**src/rtl/srx_pkg.sv**
```systemverilog
package srx_pkg;
  localparam int SRX_DATA_W = 8;

  // strobes from the bit-timing control to the datapath
  typedef struct packed {
    logic bitVal;
    logic sampleData;
    logic sampleParity;
    logic push;
    logic tagFrame;
    logic tagBreak;
  } srx_strobe_t;

  typedef struct packed {
    logic                  brk;
    logic                  frm;
    logic                  par;
    logic [SRX_DATA_W-1:0] data;
  } srx_entry_t;
endpackage

```
**src/rtl/srx_ctrl.sv**
```systemverilog
module srx_ctrl
  import srx_pkg::*;
#(
  parameter int OVERSAMPLE  = 16,
  parameter int SYNC_STAGES = 2
) (
  input  logic        clk,
  input  logic        rstN,
  input  logic        rxIn,
  input  logic        baudTick,
  input  logic        parityEn,
  output srx_strobe_t stb
);
  localparam int CNT_W = $clog2(OVERSAMPLE);
  localparam int IDX_W = $clog2(SRX_DATA_W);
  localparam logic [CNT_W-1:0] MID_CNT  = CNT_W'(OVERSAMPLE / 2 - 1);
  localparam logic [CNT_W-1:0] LAST_CNT = CNT_W'(OVERSAMPLE - 1);
  localparam logic [IDX_W-1:0] LAST_IDX = IDX_W'(SRX_DATA_W - 1);

  typedef enum logic [2:0] {
    ST_IDLE, ST_START, ST_DATA, ST_PARITY, ST_STOP, ST_BRKWAIT
  } rx_state_t;

  logic rxS;

  generate
    if (SYNC_STAGES <= 1) begin : g_sync1
      logic syncQ;
      always_ff @(posedge clk or negedge rstN)
        if (!rstN) syncQ <= 1'b1;
        else       syncQ <= rxIn;
      assign rxS = syncQ;
    end else begin : g_syncN
      logic [SYNC_STAGES-1:0] syncQ;
      always_ff @(posedge clk or negedge rstN)
        if (!rstN) syncQ <= '1;
        else       syncQ <= {syncQ[SYNC_STAGES-2:0], rxIn};
      assign rxS = syncQ[SYNC_STAGES-1];
    end
  endgenerate

  rx_state_t        state, stateNx;
  logic [CNT_W-1:0] tickCnt, tickCntNx;
  logic [IDX_W-1:0] bitIdx, bitIdxNx;
  logic             sawOne, sawOneNx;

  always_comb begin
    stateNx   = state;
    tickCntNx = tickCnt;
    bitIdxNx  = bitIdx;
    sawOneNx  = sawOne;
    stb       = '0;
    stb.bitVal = rxS;
    case (state)
      ST_IDLE: begin
        if (baudTick && !rxS) begin
          stateNx   = ST_START;
          tickCntNx = '0;
        end
      end
      ST_START: begin
        if (baudTick) begin
          if (tickCnt == MID_CNT) begin
            tickCntNx = '0;
            bitIdxNx  = '0;
            sawOneNx  = 1'b0;
            stateNx   = rxS ? ST_IDLE : ST_DATA;
          end else begin
            tickCntNx = tickCnt + 1'b1;
          end
        end
      end
      ST_DATA: begin
        if (baudTick) begin
          if (tickCnt == LAST_CNT) begin
            stb.sampleData = 1'b1;
            tickCntNx      = '0;
            sawOneNx       = sawOne | rxS;
            if (bitIdx == LAST_IDX) stateNx = parityEn ? ST_PARITY : ST_STOP;
            else                    bitIdxNx = bitIdx + 1'b1;
          end else begin
            tickCntNx = tickCnt + 1'b1;
          end
        end
      end
      ST_PARITY: begin
        if (baudTick) begin
          if (tickCnt == LAST_CNT) begin
            stb.sampleParity = 1'b1;
            tickCntNx        = '0;
            sawOneNx         = sawOne | rxS;
            stateNx          = ST_STOP;
          end else begin
            tickCntNx = tickCnt + 1'b1;
          end
        end
      end
      ST_STOP: begin
        if (baudTick) begin
          if (tickCnt == LAST_CNT) begin
            stb.push  = 1'b1;
            tickCntNx = '0;
            if (rxS) begin
              stateNx = ST_IDLE;
            end else if (!sawOne) begin
              stb.tagFrame = 1'b1;
              stb.tagBreak = 1'b1;
              stateNx      = ST_BRKWAIT;
            end else begin
              // low stop sample taken as the middle of a new start bit
              stb.tagFrame = 1'b1;
              bitIdxNx     = '0;
              sawOneNx     = 1'b0;
              stateNx      = ST_DATA;
            end
          end else begin
            tickCntNx = tickCnt + 1'b1;
          end
        end
      end
      ST_BRKWAIT: begin
        if (rxS) stateNx = ST_IDLE;
      end
      default: stateNx = ST_IDLE;
    endcase
  end

  always_ff @(posedge clk or negedge rstN) begin
    if (!rstN) begin
      state   <= ST_IDLE;
      tickCnt <= '0;
      bitIdx  <= '0;
      sawOne  <= 1'b0;
    end else begin
      state   <= stateNx;
      tickCnt <= tickCntNx;
      bitIdx  <= bitIdxNx;
      sawOne  <= sawOneNx;
    end
  end
endmodule

```
**src/rtl/srx_datapath.sv**
```systemverilog
module srx_datapath
  import srx_pkg::*;
#(
  parameter int FIFO_DEPTH = 16
) (
  input  logic                  clk,
  input  logic                  rstN,
  input  srx_strobe_t           stb,
  input  logic                  parityEn,
  input  logic                  parityOdd,
  input  logic                  fifoRd,
  input  logic                  statusRd,
  input  logic                  thrEmpty,
  input  logic                  tsrEmpty,
  output logic [SRX_DATA_W-1:0] rxData,
  output logic [7:0]            status,
  output logic                  fifoFull
);
  localparam int PTR_W = $clog2(FIFO_DEPTH);
  localparam logic [PTR_W:0] FULL_LVL = (PTR_W + 1)'(FIFO_DEPTH);

  logic [SRX_DATA_W-1:0] shiftReg;
  logic                  parBit;
  logic                  parErr;
  srx_entry_t            newEntry;

  always_ff @(posedge clk or negedge rstN) begin
    if (!rstN) begin
      shiftReg <= '0;
      parBit   <= 1'b0;
    end else begin
      if (stb.sampleData)   shiftReg <= {stb.bitVal, shiftReg[SRX_DATA_W-1:1]};
      if (stb.sampleParity) parBit   <= stb.bitVal;
    end
  end

  assign parErr = parityEn && ((^shiftReg ^ parBit) != parityOdd);

  always_comb begin
    newEntry.brk  = stb.tagBreak;
    newEntry.frm  = stb.tagFrame;
    newEntry.par  = parErr && !stb.tagBreak;
    newEntry.data = stb.tagBreak ? '0 : shiftReg;
  end

  srx_entry_t     mem [FIFO_DEPTH];
  logic [PTR_W-1:0] wrPtr, rdPtr;
  logic [PTR_W:0]   level;
  logic             empty, doPush, doPop;

  assign empty    = (level == '0);
  assign fifoFull = (level == FULL_LVL);
  assign doPush   = stb.push && !fifoFull;
  assign doPop    = fifoRd && !empty;

  always_ff @(posedge clk) begin
    if (doPush) mem[wrPtr] <= newEntry;
  end

  always_ff @(posedge clk or negedge rstN) begin
    if (!rstN) begin
      wrPtr <= '0;
      rdPtr <= '0;
      level <= '0;
    end else begin
      if (doPush) wrPtr <= wrPtr + 1'b1;
      if (doPop)  rdPtr <= rdPtr + 1'b1;
      case ({doPush, doPop})
        2'b10:   level <= level + 1'b1;
        2'b01:   level <= level - 1'b1;
        default: level <= level;
      endcase
    end
  end

  srx_entry_t head;
  assign head   = mem[rdPtr];
  assign rxData = empty ? '0 : head.data;

  logic overrun, tagMask, thrQ, temtQ;

  always_ff @(posedge clk or negedge rstN) begin
    if (!rstN) begin
      overrun <= 1'b0;
      tagMask <= 1'b0;
      thrQ    <= 1'b1;
      temtQ   <= 1'b1;
    end else begin
      if (stb.push && fifoFull) overrun <= 1'b1;
      else if (statusRd)        overrun <= 1'b0;
      if (doPop || (doPush && empty)) tagMask <= 1'b0;
      else if (statusRd)              tagMask <= 1'b1;
      thrQ  <= thrEmpty;
      temtQ <= thrEmpty && tsrEmpty;
    end
  end

  logic showTags;
  assign showTags = !empty && !tagMask;

  always_comb begin
    status    = '0;
    status[0] = !empty;
    status[1] = overrun;
    status[2] = showTags && head.par;
    status[3] = showTags && head.frm;
    status[4] = showTags && head.brk;
    status[5] = thrQ;
    status[6] = temtQ;
  end
endmodule

```
**src/rtl/serial_rx_status.sv**
```systemverilog
module serial_rx_status
  import srx_pkg::*;
#(
  parameter int FIFO_DEPTH  = 16,
  parameter int OVERSAMPLE  = 16,
  parameter int SYNC_STAGES = 2
) (
  input  logic                  clk,
  input  logic                  rstN,
  input  logic                  rxIn,
  input  logic                  baudTick,
  input  logic                  parityEn,
  input  logic                  parityOdd,
  input  logic                  fifoRd,
  output logic [SRX_DATA_W-1:0] rxData,
  input  logic                  statusRd,
  output logic [7:0]            status,
  input  logic                  thrEmpty,
  input  logic                  tsrEmpty
);
  srx_strobe_t stb;
  logic        fifoFull;
  logic        pushStb;

  assign pushStb = stb.push;

  srx_ctrl #(
    .OVERSAMPLE (OVERSAMPLE),
    .SYNC_STAGES(SYNC_STAGES)
  ) uCtrl (
    .clk     (clk),
    .rstN    (rstN),
    .rxIn    (rxIn),
    .baudTick(baudTick),
    .parityEn(parityEn),
    .stb     (stb)
  );

  srx_datapath #(
    .FIFO_DEPTH(FIFO_DEPTH)
  ) uData (
    .clk      (clk),
    .rstN     (rstN),
    .stb      (stb),
    .parityEn (parityEn),
    .parityOdd(parityOdd),
    .fifoRd   (fifoRd),
    .statusRd (statusRd),
    .thrEmpty (thrEmpty),
    .tsrEmpty (tsrEmpty),
    .rxData   (rxData),
    .status   (status),
    .fifoFull (fifoFull)
  );
endmodule

```
**config.mk**
```make
export PLATFORM = sky130hd
export DESIGN_NAME = serial_rx_status
export DESIGN_NICKNAME = d
export VERILOG_FILES = /design/src/rtl/srx_pkg.sv /design/src/rtl/srx_ctrl.sv /design/src/rtl/srx_datapath.sv /design/src/rtl/serial_rx_status.sv
export SDC_FILE = /design/constraint.sdc
export NUM_CORES = 1
export LEC_CHECK = 0
export ABC_AREA = 1
export BUFFER_PORTS_ARGS = -buffer_cell sky130_fd_sc_hd__buf_2
export CORE_MARGIN = 5
export CORE_UTILIZATION = 30
export CTS_CLUSTER_SIZE = 12
export DETAILED_ROUTE_END_ITERATION = 10
export PLACE_DENSITY = 0.49
export SLEW_MARGIN = 30
export SYNTH_ARGS = -nofsm -noshare
export SYNTH_HDL_FRONTEND = slang
export SYNTH_SLANG_ARGS = --single-unit
```
**constraint.sdc**
```tcl
create_clock -name clk -period 2.7 [get_ports clk]
set_clock_uncertainty 0.2 [all_clocks]
set_input_delay 0.405 -clock clk [delete_from_list [all_inputs] [get_ports clk]]
set_output_delay 0.405 -clock clk [all_outputs]
set_load 0.02 [all_outputs]
```
==> results of run 1 <==
==> placed cells by master, fill, tap and decap left out, types with 3 or more instances in the layout <==
master | Yosys | routed
buf_2 | 10 | 12
a21oi_1 | 18 | 11
nand4_1 | 3 | 3
dlygate4sd3_1 | 0 | 6
inv_1 | 40 | 40
nand2_2 | 3 | 3
buf_4 | 5 | 49
o221ai_2 | 0 | 3
inv_2 | 8 | 6
o21ai_1 | 9 | 23
a21oi_2 | 0 | 7
nand2_4 | 3 | 3
nor2_1 | 131 | 131
nand3_2 | 4 | 5
o221ai_1 | 31 | 28
ha_1 | 11 | 11
a211oi_2 | 0 | 3
buf_6 | 0 | 9
edfxtp_1 | 176 | 176
xnor2_1 | 6 | 6
buf_16 | 0 | 7
dfrtp_1 | 35 | 33
clkinv_2 | 0 | 7
xor2_1 | 11 | 11
o21ai_0 | 104 | 83
clkbuf_16 | 0 | 29
nand3_1 | 27 | 26
dfstp_2 | 4 | 4
buf_12 | 0 | 6
clkbuf_1 | 23 | 8
o21ai_2 | 0 | 7
o22ai_1 | 15 | 14
nand2_1 | 82 | 82
==> stage by stage <==
| step | worst slack (ns) | instances | hold WS, ns |
|---|---|---|---|
| 2_1_floorplan | 0.380 | 782 | -0.0906 |
| 3_3_place_gp | 0.357 | 1205 | 0.147 |
| 3_5_place_dp | 0.290 | 1205 | 0.152 |
| 4_1_cts | -0.0973 | 1274 | 0.111 |
| 5_1_grt | -0.184 | 1280 | 0.166 |
| 6_report | -0.0690 | 1280 | 0.125 |
==> power breakdown <==
group | total [uW] | switching, uW | internal [uW]
sequential | 3820 | 136 | 3680
combinational | 4910 | 2800 | 2110
clock | 3220 | 1320 | 1900
==> worst paths after layout <==
path / slack, ns / cells past startpoint / end / startpoint
worst max-delay path: -0.07 / 7 / rxData[5] / uData.rdPtr[0]
worst min-delay path: 0.12 / 5 / uCtrl.state[0] / parityEn
worst max register to register: 0.31 / 10 / uData.mem[7][4] / uCtrl.tickCnt[1]
worst min register to register: 0.16 / 0 / uCtrl.g_syncN.syncQ[1] / uCtrl.g_syncN.syncQ[0]
max in group asynchronous: 1.67 / 2 / uData.rdPtr[0] / rstN
min in group asynchronous: 0.23 / 2 / uCtrl.tickCnt[1] / rstN
==> worst max-delay path: cells and delay by family (launching register included) <==
kind	cells	cell delay [ns]
AO/OA/AOI/OAI	3	0.52
buffers and inverters	3	0.51
flip-flops	1	0.46
AND/OR/NAND/NOR	1	0.14
==> layer usage <==
layer  up-vias  GRT usage  share of wire
li1       2964          -              -
met3        34     0.0217          0.050
met2       150      0.233           0.46
met4         0     0.0285          0.018
met1      3104      0.209           0.47
met5         -          0              0
==> kinds of logic (layout without fill, tap and decap cells) <==
kind of cell               count (synthesis)  in the layout  share of synthesized area
AOI/OAI and AO/OA                        186            186                      0.119
muxes                                      1              1                    0.00123
xor gates and xnor gates                  17             17                     0.0163
adders and majority gates                 11             11                     0.0150
and+or+nand+nor                          261            261                      0.123
buffers and inverters                     90            192                     0.0406
other                                      1              1                   0.000410
DFF                                      215            215                      0.684
==> layout make-up <==
type	instances	area, sq um	share of cell area
Timing Repair Buffer	97	1100	0.0958
Inverter	51	204	0.0178
Clock buffer	33	656	0.0573
Sequential cell	215	6270	0.548
Tap cell	396	495	0.0433
Clock inverter	11	111	0.00973
Multi-Input combinational cell	477	2620	0.229
==> state kept, by name, indices dropped and copies added, names as in the netlist, 2 cells and up <==
name                 count
uData.mem              176
uCtrl.tickCnt            4
uData.rdPtr              4
uCtrl.state              3
uData.level              5
uCtrl.g_syncN.syncQ      2
uCtrl.bitIdx             3
uData.shiftReg           8
uData.wrPtr              4
==> what timing repair did <==
| item | CTS | global route |
|---|---|---|
| setup buffers | 10 | 3 |
| gates cloned | 9 | 5 |
| hold buffers | 6 | 0 |
| resized for setup | 52 | 28 |
| setup endpoints to repair | 11 | 11 |
| endpoints found under the hold margin | 41 | 0 |
| pin swaps | 18 | 26 |
==> results.yml, run 1 <==
synth:
  yosys_most_used_dff: "edfxtp_1"
  synth.largest_area_cell: "edfxtp_1"
  yosysSeqAreaShare: 0.684
  yosys-top-cells-area: "edfxtp_1 58%, dfrtp_1 9.6%, o21ai_0 5.7%"
  ys_warn_count: 0
  ys_ff_latch: 215
  synth_common_cells: "176 x edfxtp_1, 131 x nor2_1, 104 x o21ai_0"
  async_reset_ff_frac: 0.181
  synth-edff-count: 176
  yosysTopAreaCellShare: 0.577
  synth_cell_types: 41
  synth.net_count: 803
  syn_area_sq_um: 9160
  avgSynthCellArea_sq_um: 11.7
  syn_inst: 782
  yosysMostFrequentCell: "edfxtp_1"
critical_path:
  start_kind: "register"
  path_class: "reg -> out"
  path_max_fanout: 5
  path_cells: "buf_8 -> buf_16 -> o21ai_0 -> o221ai_1 -> nand3_1 -> a21oi_2 -> buf_4"
  arrival_ns: 2.16
  required_ns: 2.10
  critPathCaptureType: "primary output"
  slowest_stage: "dfrtp_2"
  cpPeakStageDelay_ns: 0.46
floorplan:
  start_util: 0.302
  num_rows: 64
  die_w_microns: 185
  core_area_sq_um: 30300
  die_y_microns: 185
  die_area_sq_um: 34100
  io_pins: 26
clocking:
  clock_sinks: 215
  clk_pin_slew_worst_paths_ns: 0.06
  cts_buffers: 25
  htreeDepth: 1
  cts_root_buf: "clkbuf_16"
  clock_latency_ns: 0.52
  cts_tree: "done"
  clockBufferDepth: 3
power_and_ir_drop:
  p_total_uw: 11900
  cellLeakagePower_uw: 0.00424
  p_per_area_nw_per_um2: 1040
  peakVddDrop_mv: 0.544
place:
  dp_hpwl_mm: 13.9
  port_buffers: 24
  place.gp.congestion: 0.787
  placed_area_sq_um: 9980
detailed_routing:
  num_vias: 6252
  drt_pass1_iterations: 5
  vias_per_cell: 4.88
  antenna_left: 0
  drc: 0
  drt-total-wl_mm: 24.9
  wl_per_cell_microns: 19.5
  drt_iter0_drc: 484
sta:
  fin_crit_sh: 1.03
  layout_min_cycle_time_ns: 2.77
  drv_slew: 0
  timing.final.ws_setup_ns: -0.0690
  worstMarginPinSlew_ns: 0.591
  setup_viol: 10
  max_freq_mhz: 361
  totalNegativeSetupSlack_ns: -0.307
  relSlewSlack: 0.606
  hold_violations: 0
  rsz0062_at_grt: "yes"
final_layout:
  final_layout_size_suffix_gt1_frac: 0.204
  fillers: 2906
  fin_area_sq_um: 11400
  nets: 888
  syn_to_final_growth_pct: 25.0
  antenna_cells: 0
  fin_util: 0.377
flow_run:
  drv_cap: 0
grt:
  grt.total_usage: 0.144
  gr-total-overflow: 0
  grt_pass1_wl_mm: 37.8
  grt_pass1_vias: 6208
  antenna_found_initial: 0
  grt_start_max_net_pins: 40
worst_hold_path:
  hold_path_class: "in -> reg"
status:
  violations: "setup timing"
  status: "finished, violations left"
Note: power is estimated with default switching activity, not from simulation.
==> inputs of run 2 (changes only) <==
Settings changed: BUFFER_PORTS_ARGS -buffer_cell sky130_fd_sc_hd__buf_2 to default, CORE_ASPECT_RATIO from default to 1.5, DONT_BUFFER_PORTS from default to 1.
==> run 2 against run 1 <==
The run still ends with setup timing left. Clock power down 12%. Largest cell class unchanged. Power shrank 0.97%. Sequential power about the same. Core utilization rose by 0.49 points. Worst hold slack worse by 0.078 ns. Wire length barely moved. Cell count about the same. Critical path type unchanged. First-iteration DRC count shrank 10%. Combinational power increased by 5.5%.
==> results.yml, run 2 (synthesis gave the netlist of run 1 again) <==
status:
  status: "finished, violations left"
  violations: "setup timing"
worst_hold_path:
  hold_path_class: "in -> reg"
  hp-start: "parityEn"
  holdPathStages: 4
  hold_end: "uCtrl.state[2]"
critical_path:
  path_class: "reg -> out"
  arrival_ns: 2.19
  slowest_stage: "dfrtp_2"
  start_kind: "register"
  path_cells: "buf_12 -> buf_12 -> buf_4 -> o21ai_0 -> o22ai_1 -> o21ai_1 -> a21oi_2 -> buf_4"
  timing.rr.end: "uData.mem[11][7]"
  r2r_start: "uCtrl.tickCnt[1]"
  path_max_fanout: 8
  cpPeakStageDelay_ns: 0.46
  critPathCaptureType: "primary output"
  required_ns: 2.10
  rrSetupSlack_ns: 0.29
  reg2reg_depth: 8
final_layout:
  syn_to_final_growth_pct: 25.8
  final_layout_size_suffix_gt1_frac: 0.222
  nets: 884
  top_register: "uData.mem"
  antenna_cells: 0
  layout_common_cells: "176 x edfxtp_1, 121 x nor2_1, 82 x nand2_1, 64 x o21ai_0, 54 x buf_4"
  multi_input_area_sq_um: 2750
  fin_area_sq_um: 11500
  fin_util: 0.382
  fillers: 2884
  largest_reg_flops: 176
  top_regs: "uData.mem x176, uData.shiftReg x8, uData.level x5"
  regArea_sq_um: 6270
  final_common_cell: "edfxtp_1"
grt:
  antenna_found_initial: 0
  grt_start_max_net_pins: 40
  grt_pass1_vias: 6383
  grt.total_usage: 0.143
  gr-total-overflow: 0
  grt_pass1_wl_mm: 38.0
sta:
  max_freq_mhz: 357
  rsz0062_at_grt: "yes"
  drv_slew: 0
  layout_min_cycle_time_ns: 2.80
  relSlewSlack: 0.572
  hold_violations: 0
  setup_viol: 9
  timing.final.ws_setup_ns: -0.0976
  worstMarginPinSlew_ns: 0.642
  fin_crit_sh: 1.04
detailed_routing:
  num_vias: 6149
  vias_per_cell: 4.81
  wl_per_cell_microns: 19.5
  drc: 0
  drt-total-wl_mm: 24.9
  drt_pass1_iterations: 4
  antenna_left: 0
  drt_iter0_drc: 435
place:
  placed_area_sq_um: 9990
  place.gp.congestion: 0.797
  port_buffers: 0
  dp_hpwl_mm: 14.9
power_and_ir_drop:
  cellLeakagePower_uw: 0.00421
  p_total_uw: 11800
  peakVddDrop_mv: 0.560
  p_per_area_nw_per_um2: 1030
flow_run:
  drv_cap: 0
clocking:
  clock_latency_ns: 0.51
  clockBufferDepth: 3
  cts_tree: "done"
  clk_pin_slew_worst_paths_ns: 0.06
  cts_root_buf: "clkbuf_16"
  htreeDepth: 1
  clock_sinks: 215
  cts_buffers: 22
floorplan:
  io_pins: 26
  core_area_sq_um: 30200
  die_area_sq_um: 34200
  die_w_microns: 153
  num_rows: 78
  start_util: 0.304
  die_y_microns: 224
[run 2: metal layers]
metal  up-vias  routed length [microns]  track usage
li1       2957                        -            -
met1      3026                     9820        0.163
met2       132                    13600        0.274
met3        34                      955       0.0195
met4         0                      534       0.0454
met5         -                        0            0
[run 2: timing repair]
item / 4_1_cts / 5_1_grt
setup endpoints to repair: 11 / 11
endpoints found under the hold margin: 47 / 0
pin swaps: 28 / 41
hold buffers: 8 / 0
cloned: 10 / 6
gates resized for setup: 75 / 52
buffers inserted: 12 / 6
[run 2: how the worst max path moves through the flow]
stage	from	endpoint	slack [ns]	depth (start not counted)
after floorplan	uCtrl.tickCnt[0]	uData.mem[15][0]	0.38	7
after global placement	uCtrl.tickCnt[0]	uData.mem[11][9]	0.27	8
after detailed placement	uCtrl.tickCnt[1]	uData.mem[11][9]	0.26	8
after CTS	uData.rdPtr[0]	rxData[4]	-0.10	9
after global routing	uData.rdPtr[0]	status[3]	-0.17	9
final	uData.rdPtr[0]	rxData[0]	-0.1	8
[run 2: report_power, final]
part | internal, uW | switching, uW | leakage (uW)
clock | 1630 | 1210 | 0.000319
combinational | 2240 | 2940 | 0.00189
sequential | 3680 | 129 | 0.00200
total | 7550 | 4280 | 0.00421
[run 2: worst max-delay path, delay by kind of cell (launching register included)]
kind                   cells  cell delay [ns]
AO/OA/AOI/OAI              4             0.60
flip-flops                 1             0.46
buffers and inverters      4             0.61
[run 2: metrics by stage]
stage	instances	setup slack (ns)	TNS (ns)	hold slack (ns)
after CTS	1273	-0.104	-0.856	0.0366
final	1279	-0.0976	-0.422	0.0474
after global placement	1203	0.268	0	-0.0892
after global routing	1279	-0.169	-1.37	0.0727
after floorplan	782	0.380	0	-0.0906
after detailed placement	1203	0.264	0	-0.0892
[run 2: layout make-up]
type                    instances  share of cell area
clock inverters                 3             0.00109
inverters                      51              0.0173
repair buffers                 96              0.0995
flip-flops and latches        215               0.544
well taps                     400              0.0434
clock buffers                  37              0.0562
multi-input cells             477               0.239
==> inputs of run 3 (changes only) <==
Settings changed: MAX_ROUTING_LAYER from default to met4.
==> run 3 against run 2 <==
The flow still finishes with violations (setup timing). Global-route usage increased by 0.42 points. Clock power about the same. Combinational power about the same. Maximum frequency increased by 0.27%. Via count decreased by 0.36%. Non-clock buffer count unchanged. Cell count unchanged.
==> results.yml, run 3 (synthesis gave the netlist of run 1 again) <==
final_layout:
  final_common_cell: "edfxtp_1"
  fillers: 2886
  syn_to_final_growth_pct: 25.8
  instances_no_fill: 1279
  multi_input_area_sq_um: 2750
  largest_reg_flops: 176
  top_regs: "uData.mem x176, uData.shiftReg x8, uData.level x5"
  antenna_cells: 0
  layout_common_cells: "176 x edfxtp_1, 121 x nor2_1, 82 x nand2_1, 64 x o21ai_0, 54 x buf_4"
  top_register: "uData.mem"
  final_layout_size_suffix_gt1_frac: 0.221
  nets: 884
  regArea_sq_um: 6270
sta:
  whs_ns: 0.0484
  rsz0062_at_grt: "yes"
  setup_viol: 8
  fin_crit_sh: 1.03
  layout_min_cycle_time_ns: 2.79
  relSlewSlack: 0.563
  timing.final.ws_setup_ns: -0.0901
  worstMarginPinSlew_ns: 0.655
  drv_slew: 0
  hold_violations: 0
  max_freq_mhz: 358
critical_path:
  path_cells: "buf_12 -> buf_12 -> buf_4 -> o21ai_0 -> o22ai_1 -> o21ai_1 -> a21oi_2 -> buf_4"
  arrival_ns: 2.19
  path_class: "reg -> out"
  critPathCaptureType: "primary output"
  required_ns: 2.10
  slowest_stage: "dfrtp_2"
  path_max_fanout: 8
  cpPeakStageDelay_ns: 0.46
  start_kind: "register"
floorplan:
  start_util: 0.304
  num_rows: 78
  die_w_microns: 153
  die_y_microns: 224
  io_pins: 26
  core_area_sq_um: 30200
  die_area_sq_um: 34200
grt:
  grt_start_max_net_pins: 40
  antenna_found_initial: 0
  grt_pass1_wl_mm: 37.9
  grt.total_usage: 0.147
  gr-total-overflow: 0
  grt_pass1_vias: 6399
clocking:
  cts_root_buf: "clkbuf_16"
  cts_buffers: 22
  clock_sinks: 215
  cts_tree: "done"
  clockBufferDepth: 3
  htreeDepth: 1
  clock_latency_ns: 0.51
  clk_pin_slew_worst_paths_ns: 0.06
power_and_ir_drop:
  switchingPower_uw: 4270
  p_per_area_nw_per_um2: 1030
  comb_power_share: 0.438
  cellLeakagePower_uw: 0.00421
  swShare: 0.362
  p_seq_frac: 0.322
  p_total_uw: 11800
  p_int_uw: 7540
  power_frac_clock: 0.240
  peakVddDrop_mv: 0.558
flow_run:
  drv_cap: 0
detailed_routing:
  m1WireLength_mm: 10.0
  wl_met2_mm: 13.6
  drc: 0
  routed.top_layer: "met4"
  wl_per_cell_microns: 19.5
  antenna_left: 0
  vias_per_cell: 4.79
  wl_met3_microns: 783
  num_vias: 6127
  drt-total-wl_mm: 25.0
  drt_iter0_drc: 454
  drt_pass1_iterations: 4
place:
  place_ws_ns: 0.264
  place_inst: 1203
  dp_hpwl_mm: 14.9
  port_buffers: 0
  place.gp.congestion: 0.811
status:
  violations: "setup timing"
  status: "finished, violations left"
worst_hold_path:
  hold_path_class: "in -> reg"
## run 3: timing repair
| item | CTS | global route |
|---|---|---|
| hold buffers | 8 | 0 |
| cloned | 10 | 6 |
| pin swaps | 28 | 41 |
| endpoints found under the setup margin | 11 | 11 |
| buffers inserted | 12 | 6 |
| hold endpoints to repair | 47 | 0 |
| gates resized for setup | 75 | 51 |
## run 3: per-stage QoR
stage	setup TNS (ns)	utilization	instance area [sq um]
global route	-1.36	0.382	11500
finish	-0.393	0.382	11500
global placement	0	0.331	9990
CTS	-0.856	0.377	11400
floorplan	0	-	9160
detailed placement	0	0.331	9990
## run 3: layout make-up
class,count,share of cell area
well taps,400,0.0435
inverters,51,0.0173
multi-input cells,477,0.238
repair buffers,96,0.0995
clock buffers,37,0.0563
flip-flops and latches,215,0.544
clock inverters,3,0.00109
## run 3: routing by layer
layer  track usage  vias up
met5             -        -
met4        0.0454        0
met3        0.0182       36
met2         0.275       91
met1         0.162     3044
li1              -     2956
## run 3: path summary, 6_finish.rpt
kind / from / end / slack [ns] / cells past startpoint
max: uData.rdPtr[0] / rxData[0] / -0.09 / 8
min in group asynchronous: rstN / uData.level[4] / 0.16 / 2
max in group asynchronous: rstN / uCtrl.g_syncN.syncQ[1] / 1.88 / 2
max reg2reg: uCtrl.tickCnt[1] / uData.mem[11][7] / 0.31 / 8
min: parityEn / uCtrl.state[2] / 0.05 / 4
min reg2reg: uCtrl.g_syncN.syncQ[0] / uCtrl.g_syncN.syncQ[1] / 0.15 / 0
## run 3: worst max-delay path, delay by kind of cell, from the launching register on
family	cells	cell delay, ns
buffers and inverters	4	0.61
flip-flops	1	0.46
AO/OA/AOI/OAI	4	0.59
## run 3: power by group through the flow
stage / Combinational (uW) / Clock (uW) / Sequential [uW]
5_1_grt: 5620 / 3040 / 3820
2_1_floorplan: 2400 / 0 / 3830
4_1_cts: 5020 / 2910 / 3810
3_5_place_dp: 3760 / 0 / 3870
6_report: 5170 / 2840 / 3810
3_3_place_gp: 3740 / 0 / 3870
